<file path="config.mk">
export PLATFORM = sky130hd
export DESIGN_NAME = shift_rotate_unit
export DESIGN_NICKNAME = d
export VERILOG_FILES = /design/src/rtl/shift_rotate_unit.sv
export SDC_FILE = /design/constraint.sdc
export NUM_CORES = 1
export LEC_CHECK = 0
export BUFFER_PORTS_ARGS = -buffer_cell sky130_fd_sc_hd__buf_2
export CORE_MARGIN = 4
export CORE_UTILIZATION = 40
export CTS_BUF_LIST = sky130_fd_sc_hd__clkbuf_8 sky130_fd_sc_hd__clkbuf_16
export DETAILED_ROUTE_END_ITERATION = 6
export SETUP_SLACK_MARGIN = 0.15
export SLEW_MARGIN = 25
export SYNTH_ARGS = -nofsm -noshare
export SYNTH_HDL_FRONTEND = slang
export SYNTH_SLANG_ARGS = --single-unit
export TNS_END_PERCENT = 100
</file>
<file path="constraint.sdc">
create_clock -name clk -period 3.99 [get_ports clk]
set_clock_uncertainty 0.05 [all_clocks]
set_input_delay 0.1995 -clock clk [delete_from_list [all_inputs] [get_ports clk]]
set_output_delay 0.1995 -clock clk [all_outputs]
set_load 0.01 [all_outputs]
</file>
<file path="src/rtl/shift_rotate_unit.sv">
module shift_rotate_unit (
  input  logic        clk,
  input  logic        rst_n,
  input  logic        start,
  input  logic [2:0]  op,
  input  logic [1:0]  size,
  input  logic        count_imm,
  input  logic [5:0]  count,
  input  logic [31:0] operand,
  input  logic        x_in,
  output logic        busy,
  output logic        done,
  output logic [31:0] result,
  output logic        flag_x,
  output logic        flag_n,
  output logic        flag_z,
  output logic        flag_v,
  output logic        flag_c
);

  localparam logic [1:0] K_ARITH = 2'd0;
  localparam logic [1:0] K_LOGIC = 2'd1;
  localparam logic [1:0] K_ROX   = 2'd2;
  localparam logic [1:0] K_ROT   = 2'd3;
  localparam logic [2:0] OP_ASL  = 3'd1;

  logic [31:0] acc;
  logic [5:0]  rem;
  logic [2:0]  op_q;
  logic [1:0]  sz_q;
  logic        x_q, c_q, v_q;

  logic [31:0] msk, topbit, nxt, acc_n;
  logic        msb, below_msb, out_bit, fill_lo, fill_hi, left;
  logic [1:0]  kind;

  assign left = op_q[0];
  assign kind = op_q[2:1];

  always_comb begin
    case (sz_q)
      2'd0:    begin msk = 32'h0000_00FF; topbit = 32'h0000_0080; msb = acc[7];  below_msb = acc[6];  end
      2'd1:    begin msk = 32'h0000_FFFF; topbit = 32'h0000_8000; msb = acc[15]; below_msb = acc[14]; end
      default: begin msk = 32'hFFFF_FFFF; topbit = 32'h8000_0000; msb = acc[31]; below_msb = acc[30]; end
    endcase
  end

  assign out_bit = left ? msb : acc[0];

  always_comb begin
    case (kind)
      K_ROX:   fill_lo = x_q;
      K_ROT:   fill_lo = msb;
      default: fill_lo = 1'b0;
    endcase
    case (kind)
      K_ARITH: fill_hi = msb;
      K_LOGIC: fill_hi = 1'b0;
      K_ROX:   fill_hi = x_q;
      default: fill_hi = acc[0];
    endcase
  end

  assign nxt   = left ? {acc[30:0], fill_lo}
                      : (({1'b0, acc[31:1]} & ~topbit) | (fill_hi ? topbit : 32'd0));
  assign acc_n = (acc & ~msk) | (nxt & msk);

  always_ff @(posedge clk or negedge rst_n) begin
    if (!rst_n) begin
      busy <= 1'b0;
      done <= 1'b0;
      rem  <= '0;
      acc  <= '0;
      op_q <= '0;
      sz_q <= 2'd2;
      x_q  <= 1'b0;
      c_q  <= 1'b0;
      v_q  <= 1'b0;
    end else begin
      done <= 1'b0;
      if (!busy) begin
        if (start) begin
          busy <= 1'b1;
          acc  <= operand;
          op_q <= op;
          sz_q <= size;
          x_q  <= x_in;
          c_q  <= (op[2:1] == K_ROX) ? x_in : 1'b0;
          v_q  <= 1'b0;
          rem  <= count_imm ? ((count[2:0] == 3'd0) ? 6'd8 : {3'd0, count[2:0]}) : count;
        end
      end else if (rem != 6'd0) begin
        rem <= rem - 6'd1;
        acc <= acc_n;
        c_q <= out_bit;
        if (kind != K_ROT) x_q <= out_bit;
        if (op_q == OP_ASL && msb != below_msb) v_q <= 1'b1;
      end else begin
        busy <= 1'b0;
        done <= 1'b1;
      end
    end
  end

  assign result = acc;
  assign flag_x = x_q;
  assign flag_c = c_q;
  assign flag_v = v_q;
  assign flag_n = msb;
  assign flag_z = (acc & msk) == 32'd0;

  p_done_pulse_r9: assert property (@(posedge clk) disable iff (!rst_n)
    done |=> !done);
  p_done_idle_r9: assert property (@(posedge clk) disable iff (!rst_n)
    done |-> !busy);
  p_hold_cfg_r9: assert property (@(posedge clk) disable iff (!rst_n)
    busy |=> ($stable(op_q) && $stable(sz_q)));
  p_rem_step_r9: assert property (@(posedge clk) disable iff (!rst_n)
    (busy && rem != 6'd0) |=> (rem == $past(rem) - 6'd1));
  p_rot_keeps_x_r5: assert property (@(posedge clk) disable iff (!rst_n)
    (busy && kind == K_ROT) |=> $stable(x_q));
  p_no_overflow_r4: assert property (@(posedge clk) disable iff (!rst_n)
    (done && kind != K_ARITH) |-> !flag_v);
  p_asr_no_overflow_r7: assert property (@(posedge clk) disable iff (!rst_n)
    (done && op_q == 3'd0) |-> !flag_v);

endmodule

</file>
Yosys cells after proc, flatten, opt, wreduce, memory -nomap -nowiden

Cells that the tools add are included.

Flip-flop bits (word level): 48
Input port bits: 48
Output and inout bits: 39

Add/sub/neg operators: 1
Equal/unequal tests: 11
Multiplexer cells: 34
Bitwise gates (word level): 9
Reductions and logical operators: 11

Operators with widths:

| cell                                             | count |
|---|---|
| two-way mux 32 bit                               | 5 |
| one-hot mux 32 bit (2 select lines)              | 2 |
| bitwise AND 32 bit                               | 3 |
| NOT 32 bit                                       | 2 |
| bitwise OR 32 bit                                | 2 |
| bitwise AND 31 x 32 -> 32 bit                    | 1 |
| logical NOT 32 bit                               | 1 |
| two-way mux 6 bit                                | 4 |
| two-way mux 1 bit                                | 18 |
| == test 2 bit, second input constant             | 3 |
| != test 2 x 1 -> 1 bit, second input constant    | 3 |
| one-hot mux 1 bit (2 select lines)               | 3 |
| AND reduction 3 bit                              | 2 |
| nonzero test 6 bit                               | 1 |
| subtractor 6 x 1 -> 6 bit, second input constant | 1 |
| == test 2 x 1 -> 1 bit, second input constant    | 2 |
| logical NOT 2 bit                                | 2 |
| two-way mux 4 bit                                | 1 |
| AND reduction 2 bit                              | 2 |
| == test 3 x 1 -> 1 bit, second input constant    | 1 |
| logical NOT 3 bit                                | 1 |
| one-hot mux 1 bit (3 select lines)               | 1 |
| != test 2 bit, second input constant             | 1 |
| nonzero test 2 bit                               | 1 |
| other kinds (3)                                  | 3 |

Longest topological paths before layout

Depth after elaboration: 10
Mapped depth: 7
Mapped depth without buffers: 6

Worst setup path after synthesis

OpenSTA, ideal clock, no wires.

Path type: reg2reg
Start point: register rem[0]
End point: register with a tool-made name
Setup time: 0.137 ns
Data arrival time: 1.831 ns
Required time: 3.803 ns
Slack: 1.972 ns
Cell stages (with the launch flop): 8
Buffers on the path: 1
Period minus slack after synthesis: 2.018 ns
Path through: dfrtp_1 > inv_1 > ha_1 > or4b_4 > buf_6 > o21ai_4 > mux2i_1 > a21oi_1

RTL lines:

| element                | line | source |
|---|---|---|
| from (decl)            | 28   | `logic [5:0] rem;` |
| from (signal assigned) | 90   | `rem <= count_imm ? ((count[2:0] == 3'd0) ? 6'd8 : {3'd0, count[2:0]}) : count;` |
| from (signal assigned) | 93   | `rem <= rem - 6'd1;` |

==> impl_metrics.env <==
export IMPL_fill_cells=719
export IMPL_grt_pass1_vias=2670
export IMPL_core_um2=7410
export IMPL_finalSetupTns_ps=0
export IMPL_yosysMostFrequentCell="dfrtp_1"
export IMPL_wl_mm=8.29
export IMPL_drtIter0Drc=136
export IMPL_cts_sinks=48
export IMPL_die_h_um=96.3
export IMPL_drt_wirelength_per_cell_um=16.9
export IMPL_hold_class="in -> reg"
export IMPL_clock_latency_ps=300
export IMPL_critical_path_class="reg -> reg"
export IMPL_cts_buffers_inserted=5
export IMPL_leakage_nw=1.74
export IMPL_start_util_pct=42.1
export IMPL_yosysTopAreaCellShare_pct=37.7
export IMPL_grt_max_degree=51
export IMPL_ys_top_cells_by_area="dfrtp_1 (38%), mux2i_1 (15%), mux2_2 (7.6%)"
export IMPL_dp_hpwl_mm=5.81
export IMPL_cts_root_buf="clkbuf_8"
export IMPL_required_ps=4130
export IMPL_grt_use_total_pct=18.3
export IMPL_ys_seq_area_share_pct=38.5
export IMPL_crit_start="sz_q[1]"
export IMPL_synth_edf_count=0
export IMPL_htree_levels=2
export IMPL_synth_cell_type_count=44
export IMPL_antenna_found_initial=0
export IMPL_worstHoldStart="size[0]"
export IMPL_antenna_cells=0
export IMPL_finalMaxSlewViolations=0
export IMPL_netlist_area_um2=3120
export IMPL_start_kind="register"
export IMPL_avgViaCountPerCell=5.64
export IMPL_setup_violations=0
export IMPL_dr_pass1_iters=4
export IMPL_drcViolationCount=0
export IMPL_cts_tree="yes"
export IMPL_cts_max_path_buffers=2
export IMPL_overflow=0
export IMPL_max_slew_margin_pct=35.0
export IMPL_clkTransAtPathRegs_ps=90
export IMPL_dr_total_vias=2775
export IMPL_hold_viol_final=0
export IMPL_max_freq_mhz=414
export IMPL_post_cts_resized=0
export IMPL_dieArea_um2=9280
export IMPL_worstSetupEndpointType="register"
export IMPL_min_period_over_period_pct=60.5
export IMPL_peakVddDrop_mv=0.360
export IMPL_yosysWarnings=0
export IMPL_grt_pass1_wl_mm=13.5
export IMPL_syn_nets=367
export IMPL_synthCells=318
export IMPL_cp_max_fo=18
export IMPL_synth_top_cell_by_area="dfrtp_1"
export IMPL_io_buffers=86
export IMPL_final_nets=441
export IMPL_p_per_area_nw_per_um2=826
export IMPL_synthArstFlopShare_pct=100
export IMPL_ys_top_cells_by_count="dfrtp_1 (47), mux2i_1 (46), o21ai_0 (23)"
export IMPL_ys_ff_latch=48
export IMPL_rsz0062_at_grt="false"
export IMPL_io_pins=87
export IMPL_fin_crit_ps=2410
export IMPL_stdcell_area_um2=3710
export IMPL_drv_cap=0
export IMPL_reg2reg_from="sz_q[1]"
export IMPL_worst_slew_pin_slew_ps=974
export IMPL_dieWidth_um=96.3
export IMPL_crit_arrival_ps=2550
export IMPL_row_count=31
export IMPL_drtAntennaViolNets=0
export IMPL_synth_area_per_cell_um2=9.82
export IMPL_finalWeightedCongestion=0.789
export IMPL_outcome="finished clean"
export IMPL_synth_top_flop_cell="dfrtp_1"
export IMPL_cts_setup_buffers=0
export IMPL_placed_cell_area_um2=3600
export IMPL_total_power_mw=3.07
export IMPL_drive_above_1_share_pct=32.1
export IMPL_syn_to_final_growth_pct=19.0
==> power breakdown <==
part / switching [mW] / leakage [nW] / internal [mW]
logic: 0.776 / 1.09 / 0.783
clock network: 0.166 / 0.0593 / 0.184
registers: 0.428 / 0.589 / 0.729
==> path summary, 6_finish.rpt <==
check / to / slack (ps) / cells past startpoint
worst max-delay path: register / 1580 / 3
worst min-delay path: sz_q[0] / 40 / 3
min in group asynchronous: asynchronous set/reset pin / 480 / 3
worst min register to register: flag_v / 440 / 2
worst max register to register: register / 1580 / 3
max in group asynchronous: op_q[0] / 2950 / 3
==> routing by layer <==
metal	GRT usage [%]	routed length [um]
met1	26.4	3970
met2	28.9	3910
met3	3.13	363
met4	3.39	55
met5	0	0
==> area by class of cell <==
class / count / area [um^2] / share of cell area, %
multi-input cells: 235 / 1770 / 47.7
flip-flops and latches: 48 / 1200 / 32.4
repair buffers: 90 / 463 / 12.5
well taps: 99 / 124 / 3.34
clock buffers: 5 / 68.8 / 1.85
inverters: 12 / 45.0 / 1.21
clock inverters: 3 / 38.8 / 1.04
==> cell families after synthesis <==
family / Yosys count / share of synthesized area [%]
muxes: 67 / 22.3
buffers and inverters: 35 / 4.77
adders and majority gates: 1 / 0.401
xor gates and xnor gates: 2 / 0.561
AOI/OAI and AO/OA: 102 / 22.6
and+or+nand+nor: 63 / 10.9
DFF: 48 / 38.5
==> layout by cell type (no fill, tap or decap), types with 2 or more instances in the layout <==
master / count
xnor2_1: 2
clkbuf_8: 5
o31ai_1: 3
dfrtp_1: 46
nor4_1: 8
a21oi_1: 19
mux2_2: 21
buf_2: 86
o211a_1: 2
o2bb2ai_1: 17
o22ai_1: 3
nor2b_1: 12
mux2i_1: 46
nor4b_1: 2
nand2_1: 18
a2111oi_0: 2
a311oi_1: 6
inv_1: 13
nor2_1: 13
o21ai_0: 23
buf_4: 3
a211oi_1: 11
o21a_1: 2
o211ai_1: 7
==> timing repair <==
action                                  CTS  global route
hold endpoints to repair                 47             0
hold buffers                              1             0
endpoints found under the setup margin    0             0
==> metrics by stage <==
stage | cells | hold WS (ps) | setup slack, ps | utilization (%)
after floorplan | 318 | -146 | 1970 | -
after detailed placement | 483 | 298 | 1610 | 48.5
after global routing | 492 | 37.7 | 1440 | 50.1
final | 492 | 40.3 | 1580 | 50.1
after global placement | 483 | 300 | 1640 | 48.5
after CTS | 492 | 33.9 | 1600 | 50.1
==> worst max-delay path: stages, from the launching register on <==
cell,delay (ps)
dfstp_2,600
nand2_1,410
o21ai_2,820
mux2_2,420
No activity file was read; power rests on OpenSTA's default activity.
